$ cat src/rtl/wsb_pkg.sv
package wsb_pkg;
    localparam int CPU_AW  = 21;
    localparam int DEC_AW  = 17;
    localparam int DW      = 16;
    localparam int WT_W    = 3;
    localparam int HD_W    = 2;
    localparam int CNT_W   = (WT_W > HD_W) ? WT_W : HD_W;
    localparam int N_TIMED = 3;
    localparam int N_SEL   = 4;

    localparam logic [DEC_AW-1:0] FLASH_HI = 17'h0FFFF;
    localparam logic [DEC_AW-1:0] BOOT_LO  = 17'h10000;
    localparam logic [DEC_AW-1:0] BOOT_HI  = 17'h105FF;
    localparam logic [DEC_AW-1:0] SRAM_LO  = 17'h14000;
    localparam logic [DEC_AW-1:0] SRAM_HI  = 17'h14BFF;
    localparam logic [DEC_AW-1:0] IO_LO    = 17'h1F000;
    localparam logic [DEC_AW-1:0] IO_HI    = 17'h1F0FF;

    typedef enum logic [2:0] {RG_SRAM, RG_FLASH, RG_BOOT, RG_IO, RG_NONE} region_e;
    typedef enum logic [1:0] {S_IDLE, S_WAIT, S_HOLD} seq_state_e;

    typedef struct packed {
        logic [HD_W-1:0] hold;
        logic [WT_W-1:0] waits;
    } timing_t;

    function automatic region_e addr_region(input logic [CPU_AW-1:0] a);
        logic [DEC_AW-1:0] lo;
        lo = a[DEC_AW-1:0];
        if (|a[CPU_AW-1:DEC_AW])              return RG_NONE;
        if (lo <= FLASH_HI)                   return RG_FLASH;
        if (lo >= BOOT_LO && lo <= BOOT_HI)   return RG_BOOT;
        if (lo >= SRAM_LO && lo <= SRAM_HI)   return RG_SRAM;
        if (lo >= IO_LO && lo <= IO_HI)       return RG_IO;
        return RG_NONE;
    endfunction
endpackage

$ cat src/rtl/wsb_decode.sv
module wsb_decode
    import wsb_pkg::*;
(
    input  logic [CPU_AW-1:0] addr,
    output region_e           region,
    output logic [N_SEL-1:0]  sel_oh
);
    always_comb begin
        region = addr_region(addr);
        sel_oh = '0;
        case (region)
            RG_SRAM:  sel_oh[0] = 1'b1;
            RG_FLASH: sel_oh[1] = 1'b1;
            RG_BOOT:  sel_oh[2] = 1'b1;
            RG_IO:    sel_oh[3] = 1'b1;
            default:  sel_oh = '0;
        endcase
    end
endmodule

$ cat src/rtl/wsb_cfg.sv
module wsb_cfg
    import wsb_pkg::*;
(
    input  logic                  clk,
    input  logic                  rst,
    input  logic                  we,
    input  logic [1:0]            idx,
    input  logic [WT_W-1:0]       waits,
    input  logic [HD_W-1:0]       hold,
    output timing_t [N_TIMED-1:0] table_q
);
    for (genvar g = 0; g < N_TIMED; g++) begin : g_entry
        always_ff @(posedge clk) begin
            if (rst)
                table_q[g] <= '1;
            else if (we && idx == 2'(g))
                table_q[g] <= '{hold: hold, waits: waits};
        end
    end
endmodule

$ cat src/rtl/wsb_seq.sv
module wsb_seq
    import wsb_pkg::*;
(
    input  logic                  clk,
    input  logic                  rst,
    input  logic                  req_valid,
    input  logic [CPU_AW-1:0]     req_addr,
    input  logic                  req_word,
    input  logic                  req_write,
    input  logic [DW-1:0]         req_wdata,
    output logic                  req_ready,
    output logic [DW-1:0]         req_rdata,
    output logic                  req_err,
    input  timing_t [N_TIMED-1:0] cfg_live,
    output logic [CPU_AW-1:0]     cur_addr,
    input  region_e               region,
    input  logic [N_SEL-1:0]      sel_oh,
    output logic [N_SEL-1:0]      bus_sel,
    output logic                  bus_stb,
    output logic                  bus_we,
    output logic                  bus_word,
    output logic [DEC_AW-1:0]     bus_addr,
    output logic [DW-1:0]         bus_wdata,
    input  logic [DW-1:0]         bus_rdata
);
    seq_state_e            state_q, state_d;
    logic [CNT_W-1:0]      cnt_q, cnt_d;
    logic                  phase_q, phase_d;
    logic [7:0]            lo_q, lo_d;
    logic                  errh_q, errh_d;
    timing_t [N_TIMED-1:0] snap_q, tsel;
    timing_t               t_cur;
    logic split, mapped, start, active, half_done, last_half;
    logic [DW-1:0]         half_rd;
    logic [7:0]            byte_out;

    assign split     = req_word & req_addr[0];
    assign cur_addr  = req_addr + CPU_AW'(phase_q);
    assign mapped    = (region != RG_NONE);
    assign tsel      = (state_q == S_IDLE && !phase_q) ? cfg_live : snap_q;
    assign start     = (state_q == S_IDLE) && req_valid;
    assign active    = start || (state_q == S_WAIT);

    always_comb begin
        case (region)
            RG_FLASH: t_cur = tsel[0];
            RG_BOOT:  t_cur = tsel[1];
            RG_IO:    t_cur = tsel[2];
            default:  t_cur = '0;
        endcase
    end

    assign half_done = (start && t_cur.waits == '0) ||
                       (state_q == S_WAIT && cnt_q == '0);
    assign last_half = !split || phase_q;

    // slave side
    assign bus_stb   = active && mapped;
    assign bus_sel   = bus_stb ? sel_oh : '0;
    assign bus_we    = req_write;
    assign bus_word  = req_word && !split;
    assign bus_addr  = cur_addr[DEC_AW-1:0];
    assign byte_out  = phase_q ? req_wdata[15:8] : req_wdata[7:0];
    assign bus_wdata = bus_word ? req_wdata : {8'h00, byte_out};
    assign half_rd   = mapped ? bus_rdata : '0;

    // core side
    assign req_ready = half_done && last_half;
    assign req_err   = req_ready && (errh_q || !mapped);
    always_comb begin
        if (!req_ready)    req_rdata = '0;
        else if (split)    req_rdata = {half_rd[7:0], lo_q};
        else if (bus_word) req_rdata = half_rd;
        else               req_rdata = {8'h00, half_rd[7:0]};
    end

    always_comb begin
        state_d = state_q;
        cnt_d   = cnt_q;
        phase_d = phase_q;
        lo_d    = lo_q;
        errh_d  = errh_q;
        case (state_q)
            S_IDLE: if (req_valid && t_cur.waits != '0) begin
                state_d = S_WAIT;
                cnt_d   = CNT_W'(t_cur.waits) - CNT_W'(1);
            end
            S_WAIT: if (cnt_q != '0) cnt_d = cnt_q - CNT_W'(1);
            S_HOLD: begin
                if (cnt_q == '0) state_d = S_IDLE;
                else             cnt_d   = cnt_q - CNT_W'(1);
            end
            default: state_d = S_IDLE;
        endcase
        if (half_done) begin
            if (split && !phase_q) begin
                phase_d = 1'b1;
                lo_d    = half_rd[7:0];
                errh_d  = !mapped;
            end else begin
                phase_d = 1'b0;
                errh_d  = 1'b0;
            end
            if (t_cur.hold != '0) begin
                state_d = S_HOLD;
                cnt_d   = CNT_W'(t_cur.hold) - CNT_W'(1);
            end else begin
                state_d = S_IDLE;
            end
        end
    end

    always_ff @(posedge clk) begin
        if (rst) begin
            state_q <= S_IDLE;
            cnt_q   <= '0;
            phase_q <= 1'b0;
            lo_q    <= '0;
            errh_q  <= 1'b0;
            snap_q  <= '1;
        end else begin
            state_q <= state_d;
            cnt_q   <= cnt_d;
            phase_q <= phase_d;
            lo_q    <= lo_d;
            errh_q  <= errh_d;
            if (start && !phase_q) snap_q <= cfg_live;
        end
    end

    // a strobed access addresses exactly one region
    p_sel_onehot_r1: assert property (@(posedge clk) disable iff (rst)
        bus_stb |-> $countones(bus_sel) == 1);
    // SRAM finishes at once and leaves no gap behind it
    p_sram_single_r2: assert property (@(posedge clk) disable iff (rst)
        (start && region == RG_SRAM && !split) |-> req_ready ##1 (state_q == S_IDLE));
    // slave-side fields stay steady across wait cycles
    p_wait_stable_r3: assert property (@(posedge clk) disable iff (rst)
        (state_q == S_WAIT) |-> ($stable(bus_addr) && $stable(bus_we) && $stable(bus_sel)));
    // a nonzero hold leaves the bus quiet in the next cycle
    p_hold_gap_r4: assert property (@(posedge clk) disable iff (rst)
        (half_done && t_cur.hold != '0) |=> (!bus_stb && !req_ready));
    // captured timing cannot move while an access waits
    p_snap_frozen_r7: assert property (@(posedge clk) disable iff (rst)
        (state_q == S_WAIT && $past(state_q) == S_WAIT) |-> $stable(snap_q));
    // an unmapped single access returns zero and selects nothing
    p_err_zero_r10: assert property (@(posedge clk) disable iff (rst)
        (req_err && !split) |-> (req_rdata == '0 && bus_sel == '0));
endmodule

$ cat src/rtl/wsb_ctrl.sv
module wsb_ctrl
    import wsb_pkg::*;
(
    input  logic              clk,
    input  logic              rst,
    input  logic              req_valid,
    input  logic [20:0]       req_addr,
    input  logic              req_word,
    input  logic              req_write,
    input  logic [15:0]       req_wdata,
    output logic              req_ready,
    output logic [15:0]       req_rdata,
    output logic              req_err,
    input  logic              cfg_we,
    input  logic [1:0]        cfg_idx,
    input  logic [2:0]        cfg_wait,
    input  logic [1:0]        cfg_hold,
    output logic [3:0]        bus_sel,
    output logic              bus_stb,
    output logic              bus_we,
    output logic              bus_word,
    output logic [16:0]       bus_addr,
    output logic [15:0]       bus_wdata,
    input  logic [15:0]       bus_rdata
);
    timing_t [N_TIMED-1:0] cfg_table;
    logic [CPU_AW-1:0]     cur_addr;
    region_e               region;
    logic [N_SEL-1:0]      sel_oh;

    wsb_cfg u_cfg (
        .clk(clk), .rst(rst), .we(cfg_we), .idx(cfg_idx),
        .waits(cfg_wait), .hold(cfg_hold), .table_q(cfg_table)
    );

    wsb_decode u_dec (
        .addr(cur_addr), .region(region), .sel_oh(sel_oh)
    );

    wsb_seq u_seq (
        .clk(clk), .rst(rst),
        .req_valid(req_valid), .req_addr(req_addr), .req_word(req_word),
        .req_write(req_write), .req_wdata(req_wdata),
        .req_ready(req_ready), .req_rdata(req_rdata), .req_err(req_err),
        .cfg_live(cfg_table), .cur_addr(cur_addr),
        .region(region), .sel_oh(sel_oh),
        .bus_sel(bus_sel), .bus_stb(bus_stb), .bus_we(bus_we),
        .bus_word(bus_word), .bus_addr(bus_addr), .bus_wdata(bus_wdata),
        .bus_rdata(bus_rdata)
    );
endmodule

$ cat config.mk
export PLATFORM = sky130hd
export DESIGN_NAME = wsb_ctrl
export DESIGN_NICKNAME = d
export VERILOG_FILES = /design/src/rtl/wsb_pkg.sv /design/src/rtl/wsb_decode.sv /design/src/rtl/wsb_cfg.sv /design/src/rtl/wsb_seq.sv /design/src/rtl/wsb_ctrl.sv
export SDC_FILE = /design/constraint.sdc
export NUM_CORES = 1
export LEC_CHECK = 0
export BUFFER_PORTS_ARGS = -buffer_cell sky130_fd_sc_hd__buf_2
export CAP_MARGIN = 20
export CORE_UTILIZATION = 50
export CTS_CLUSTER_DIAMETER = 50
export DETAILED_ROUTE_END_ITERATION = 16
export HOLD_SLACK_MARGIN = 0.08
export PLACE_DENSITY = 0.79
export REMOVE_ABC_BUFFERS = 1
export SYNTH_ARGS = -nofsm -noshare
export SYNTH_HDL_FRONTEND = slang
export SYNTH_HIERARCHICAL = 1
export SYNTH_SLANG_ARGS = --single-unit
$ cat constraint.sdc
create_clock -name clk -period 5.62 [get_ports clk]
set_input_delay 0.281 -clock clk [delete_from_list [all_inputs] [get_ports clk]]
set_output_delay 0.281 -clock clk [all_outputs]
set_load 0.005 [all_outputs]
# == Word level (Yosys, flattened, before mapping) ==
# Cells that the tools add are included.
# word_totals
regBits,45
latchBits,0
ram_bits,0
mem_bits_ro,0
input_bits,66
output_inout_bits,58
wordCells,126
memories,0
# classes
n_addsub,4
n_mul,0
div_mod_pow,0
n_lt_le_gt_ge,7
eq_ne,11
shifts,0
n_mux,51
n_bitwise,1
n_reduce_logical,35
# ops
operator,n
$mux 16,5
$ge 17x17->1 const B,3
$le 17x17->1 const B,3
$mux 3,15
$add 21x1->21,1
$mux 1,21
$le 17x16->1 const B,1
$logic_and 1x1->1,17
$mux 15,1
$pmux 5 s3,1
$logic_not 3->1,3
$pmux 3 s3,1
$mux 2,4
$mux 8,1
$eq 3x2->1 const B,2
$pmux 2 s3,1
$reduce_bool 3->1,2
$sub 3x1->3 const B,2
$eq 2x1->1 const B,2
$eq 2x2->1 const B,2
$logic_not 2->1,2
$logic_or 1x1->1,4
$mux 4,1
$reduce_or 4->1,1
other kinds (11),13

# == Depth between registers and ports, before layout ==
# depth
depth_word,26
ltp_mapped,23
mapped_depth_nobuf,20

# == Hierarchy ==
# Netlist, hierarchy kept.
# modules_own_cells
mod,n_inst,cells_each,area_each_um2,seq_area_each_um2
wsb_seq,1,346,2592.5,600.6
wsb_cfg,1,55,574.3,300.3
wsb_decode,1,25,150.1,0.0

# == Worst setup path after synthesis ==
# OpenSTA, ideal clock, no wires.
# synth_timing
kind,register to output
from,register u_seq.phase_q
to,output req_rdata[10]
arrival_time_ns,4.555
t_required_ns,5.339
slack_ns,0.784
stages_incl_launch_ff,24
path_cell_list,dfxtp_1 > ha_1 > ha_1 > and3_1 > and3b_1 > nand3_1 > xnor2_1 > buf_4 > nor2b_1 > a41oi_2 > nor2_1 > clkbuf_1 > mux2_2 > a221oi_1 > a211o_1 > ha_1 > ha_1 > nand3b_1 > a21o_1 > or2_2 > buf_2 > inv_1 > nand2_1 > nor2_1
# synth_between
elab_chain_cells,20
word_cells_on_any_way,53
cone_classes,add/sub (1); order compare (7); eq/ne (4); mux (30); reduce/logical (11)
# synth_lines
element,line_no,rtl
from (decl),wsb_seq.sv:28,"logic phase_q, phase_d;"
from (signal assigned),wsb_seq.sv:124,phase_q <= phase_d;
$add 21x1->21 *,wsb_seq.sv:38,assign cur_addr = req_addr + CPU_AW'(phase_q);
named net bus_addr[16],wsb_ctrl.sv:22,"output logic [16:0] bus_addr,"
$ge 17x17->1 or $le 17x17->1 (tied branches),wsb_pkg.sv:34,if (lo >= IO_LO && lo <= IO_HI) return RG_IO;
$logic_and 1x1->1,wsb_pkg.sv:34,
$mux 1 (2 in a row),wsb_pkg.sv:34,
$mux 1,wsb_pkg.sv:33,if (lo >= SRAM_LO && lo <= SRAM_HI) return RG_SRAM;
$mux 1,wsb_pkg.sv:32,if (lo >= BOOT_LO && lo <= BOOT_HI) return RG_BOOT;
$mux 1,wsb_pkg.sv:31,if (lo <= FLASH_HI) return RG_FLASH;
[... 5 more ...],-,
named net region[0],wsb_ctrl.sv:28,region_e region;
$eq 3x2->1 or $eq 3x1->1 (tied branches),wsb_seq.sv:45,case (region)
$pmux 5 s3 *,wsb_seq.sv:45,
$logic_not 3->1 *,wsb_seq.sv:53,assign half_done = (start && t_cur.waits == '0) ||
$logic_and 1x1->1 *,wsb_seq.sv:53,
$logic_or 1x1->1 *,wsb_seq.sv:53,
$logic_and 1x1->1 *,wsb_seq.sv:68,assign req_ready = half_done && last_half;
named net req_ready,wsb_ctrl.sv:11,"output logic req_ready,"
$mux 16 *,wsb_seq.sv:71,if (!req_ready) req_rdata = '0;
to (decl),wsb_ctrl.sv:12,"output logic [15:0] req_rdata,"
# The timed path passes the listed nets; every way through them passes the cells marked *. The select of a mux whose other input is x is not followed.

# == Worst setup path after layout ==
# layout_timing
from,register u_seq.phase_q
to,output req_rdata[11]
# layout_between
word_cells_on_any_way,53
cone_classes,add/sub (1); order compare (7); eq/ne (4); mux (30); reduce/logical (11)
# layout_rtl
element,line_no,rtl
$add 21x1->21 *,wsb_seq.sv:38,
named net cur_addr[18],wsb_ctrl.sv:27,logic [CPU_AW-1:0] cur_addr;
$reduce_or 4->1 *,wsb_pkg.sv:30,if (|a[CPU_AW-1:DEC_AW]) return RG_NONE;
$mux 1 *,wsb_pkg.sv:30,
$mux 3 *,wsb_pkg.sv:31,
named net region[0],wsb_ctrl.sv:28,
$eq 3x2->1 or $eq 3x1->1 (tied branches),wsb_seq.sv:45,
$pmux 5 s3,wsb_seq.sv:45,
$logic_not 3->1,wsb_seq.sv:53,
$logic_and 1x1->1,wsb_seq.sv:53,
$logic_or 1x1->1,wsb_seq.sv:53,
$logic_and 1x1->1,wsb_seq.sv:68,
$mux 16 *,wsb_seq.sv:71,
# Marks and branches as above.

==> metrics.txt <==
aggregate routed wire length between 8000 and 9000 µm; Die Y approximately 83 µm; actual slew at the worst max-slew pin between 1 and 1.5 ns; DR iter-0 viols between 150 and 200; Final Critical Period approximately 5.1 ns; worst flop-to-flop path startpoint u_seq/phase_q; Mapped Cells 418; Leakage about 1.8 nW; Hold Crit Class input pin to flip-flop; critical path startpoint category flip-flop; Die ar. around 6800 µm²; first-pass GRT wire length ~13,000 µm; Max Cap Viol 0; synth-to-layout area growth 20.6%; H-tree depth 2; share of cells above drive strength 1 0.318; Initial Util 0.516; initial antenna violation count 0; Final Max Slew Viols 0; vias per inst 5.71; Critical Path AT around 4.9 ns; TritonRoute pass-1 iters 5; Reg2Reg Setup Slack ~0.95 ns; Reg-to-Reg End u_seq/cnt_q[0]; CP Capture Type output pin; grt total ovfl 0; nets@finish approximately 590; CTS max path bufs 2; TritonCTS Buffers 5; Mapped Avg Cell Area a little under 8 µm²; RSZ-0062 raised after global routing false; post-cts resize count 0; core area around 6300 µm²; Fin Clk Skew a little under 0.004 ns; setup TNS 0 ns; Final Hold Fails 0; post-route ant nets 0; vias in the first global route between 2,000 and 3,000; Setup CP Type flip-flop to output pin; outcome finished clean; CP required around 5.3 ns; # diodes 0; Worst-path clk slew around 0.080 ns; maximum VDD drop 0.238 mV; clk root buf clkbuf_8; worst skew pair latency about 0.30 ns; Pwr per Cell Area roughly 180 nW/µm²; Final period util 0.915; routed length per placed instance ~15 µm; dpl hpwl 6520 µm; Final WS setup ~0.48 ns; CTS tree yes; # IOs approximately 120; r2r worst-path depth 19; Mapped Area approximately 3300 µm²; post-CTS setup buffer count 0; final setup fails 0; standard-cell row count 29; hold_sp bus_rdata[6]; Port Buffer Count approximately 120; relative slew slack 0.320; worst slack at placement between 0.4 and 0.5 ns; Max Clk Rate between 150 and 200 MHz; commonest cells after routing, fill and taps aside 121 x buf_2, 57 x nand3_1, 48 x nand2_1; GRT Total Usage 0.238; hold_buf cts 0; Vias 3,388; Hold Crit Depth 3; Residual DRC 0; global placement routability congestion about 0.85; YS warnings 6; CP max FO 13; clock sinks 45; most common cell after layout, fill and taps aside buf_2; largest net degree at the start of global routing 35; DIE WIDTH between 80 and 90 µm; overall power 0.691 mW; Hold Path End u_seq/lo_q[6]
[how the worst max path moves through the flow]
stage | startpoint | end | slack [ns] | cells after the start
global placement | req_addr[0] | req_rdata[15] | 0.63 | 23
global route | u_seq/phase_q | req_rdata[8] | 0.04 | 22
finish | u_seq/phase_q | req_rdata[11] | 0.48 | 21
floorplan | u_seq/phase_q | req_rdata[10] | 0.62 | 20
detailed placement | req_addr[0] | req_rdata[11] | 0.43 | 23
CTS | u_seq/phase_q | req_rdata[11] | 0.16 | 22
[layer usage]
layer / global-route usage / wire [µm] / part of all wire
met3: 0.0396 / 444 / 0.051
met5: 0 / 0 / 0
met4: 0.0759 / 91 / 0.010
met2: 0.392 / 4320 / 0.50
met1: 0.314 / 3810 / 0.44
[worst max-delay path, stage by stage, from the launching register on]
cell	delay, ns
dfxtp_1	0.34
ha_2	0.23
ha_2	0.22
and3_1	0.23
and3b_2	0.25
nand3_1	0.10
xnor2_1	0.15
or4_4	0.55
nor2_1	0.12
buf_4	0.19
mux2_2	0.35
a221oi_1	0.24
a211o_1	0.14
ha_1	0.14
ha_1	0.16
nand3b_1	0.08
a21o_1	0.25
or2_4	0.31
inv_1	0.11
nand2_2	0.12
nor2_1	0.14
buf_2	0.13
[power by group]
group	switching (mW)	internal, mW
clock	0.103	0.111
combinational	0.0757	0.0632
sequential	0.00730	0.331
total	0.186	0.505
[through the flow]
| stage | hold WS [ns] | cell area, µm² | utilization | cells |
|---|---|---|---|---|
| after detailed placement | 0.449 | 3800 | 0.603 | 585 |
| after floorplan | 0.349 | 3080 | - | 384 |
| after CTS | 0.251 | 3910 | 0.619 | 593 |
| after global placement | 0.445 | 3800 | 0.603 | 585 |
| after global routing | 0.263 | 3930 | 0.622 | 593 |
| final | 0.260 | 3930 | 0.622 | 593 |
[area by class of cell]
| cell class | count | area, µm² |
|---|---|---|
| clock buffer | 7 | 96.3 |
| clock inverter | 1 | 5.00 |
| fill | 582 | 2390 |
| timing repair buffer | 124 | 628 |
| inverter | 7 | 26.3 |
| multi-input combinational | 332 | 2170 |
| sequential | 45 | 901 |
| tap | 77 | 96.3 |
[state kept, by name (all words and copies together) (netlist names)]
register	flops
u_seq/phase_q	1
u_seq/state_q	2
u_seq/cnt_q	3
u_seq/snap_q	15
u_seq/errh_q	1
u_seq/lo_q	8
u_cfg/table_q	15
No activity file was read; power rests on OpenSTA's default activity.
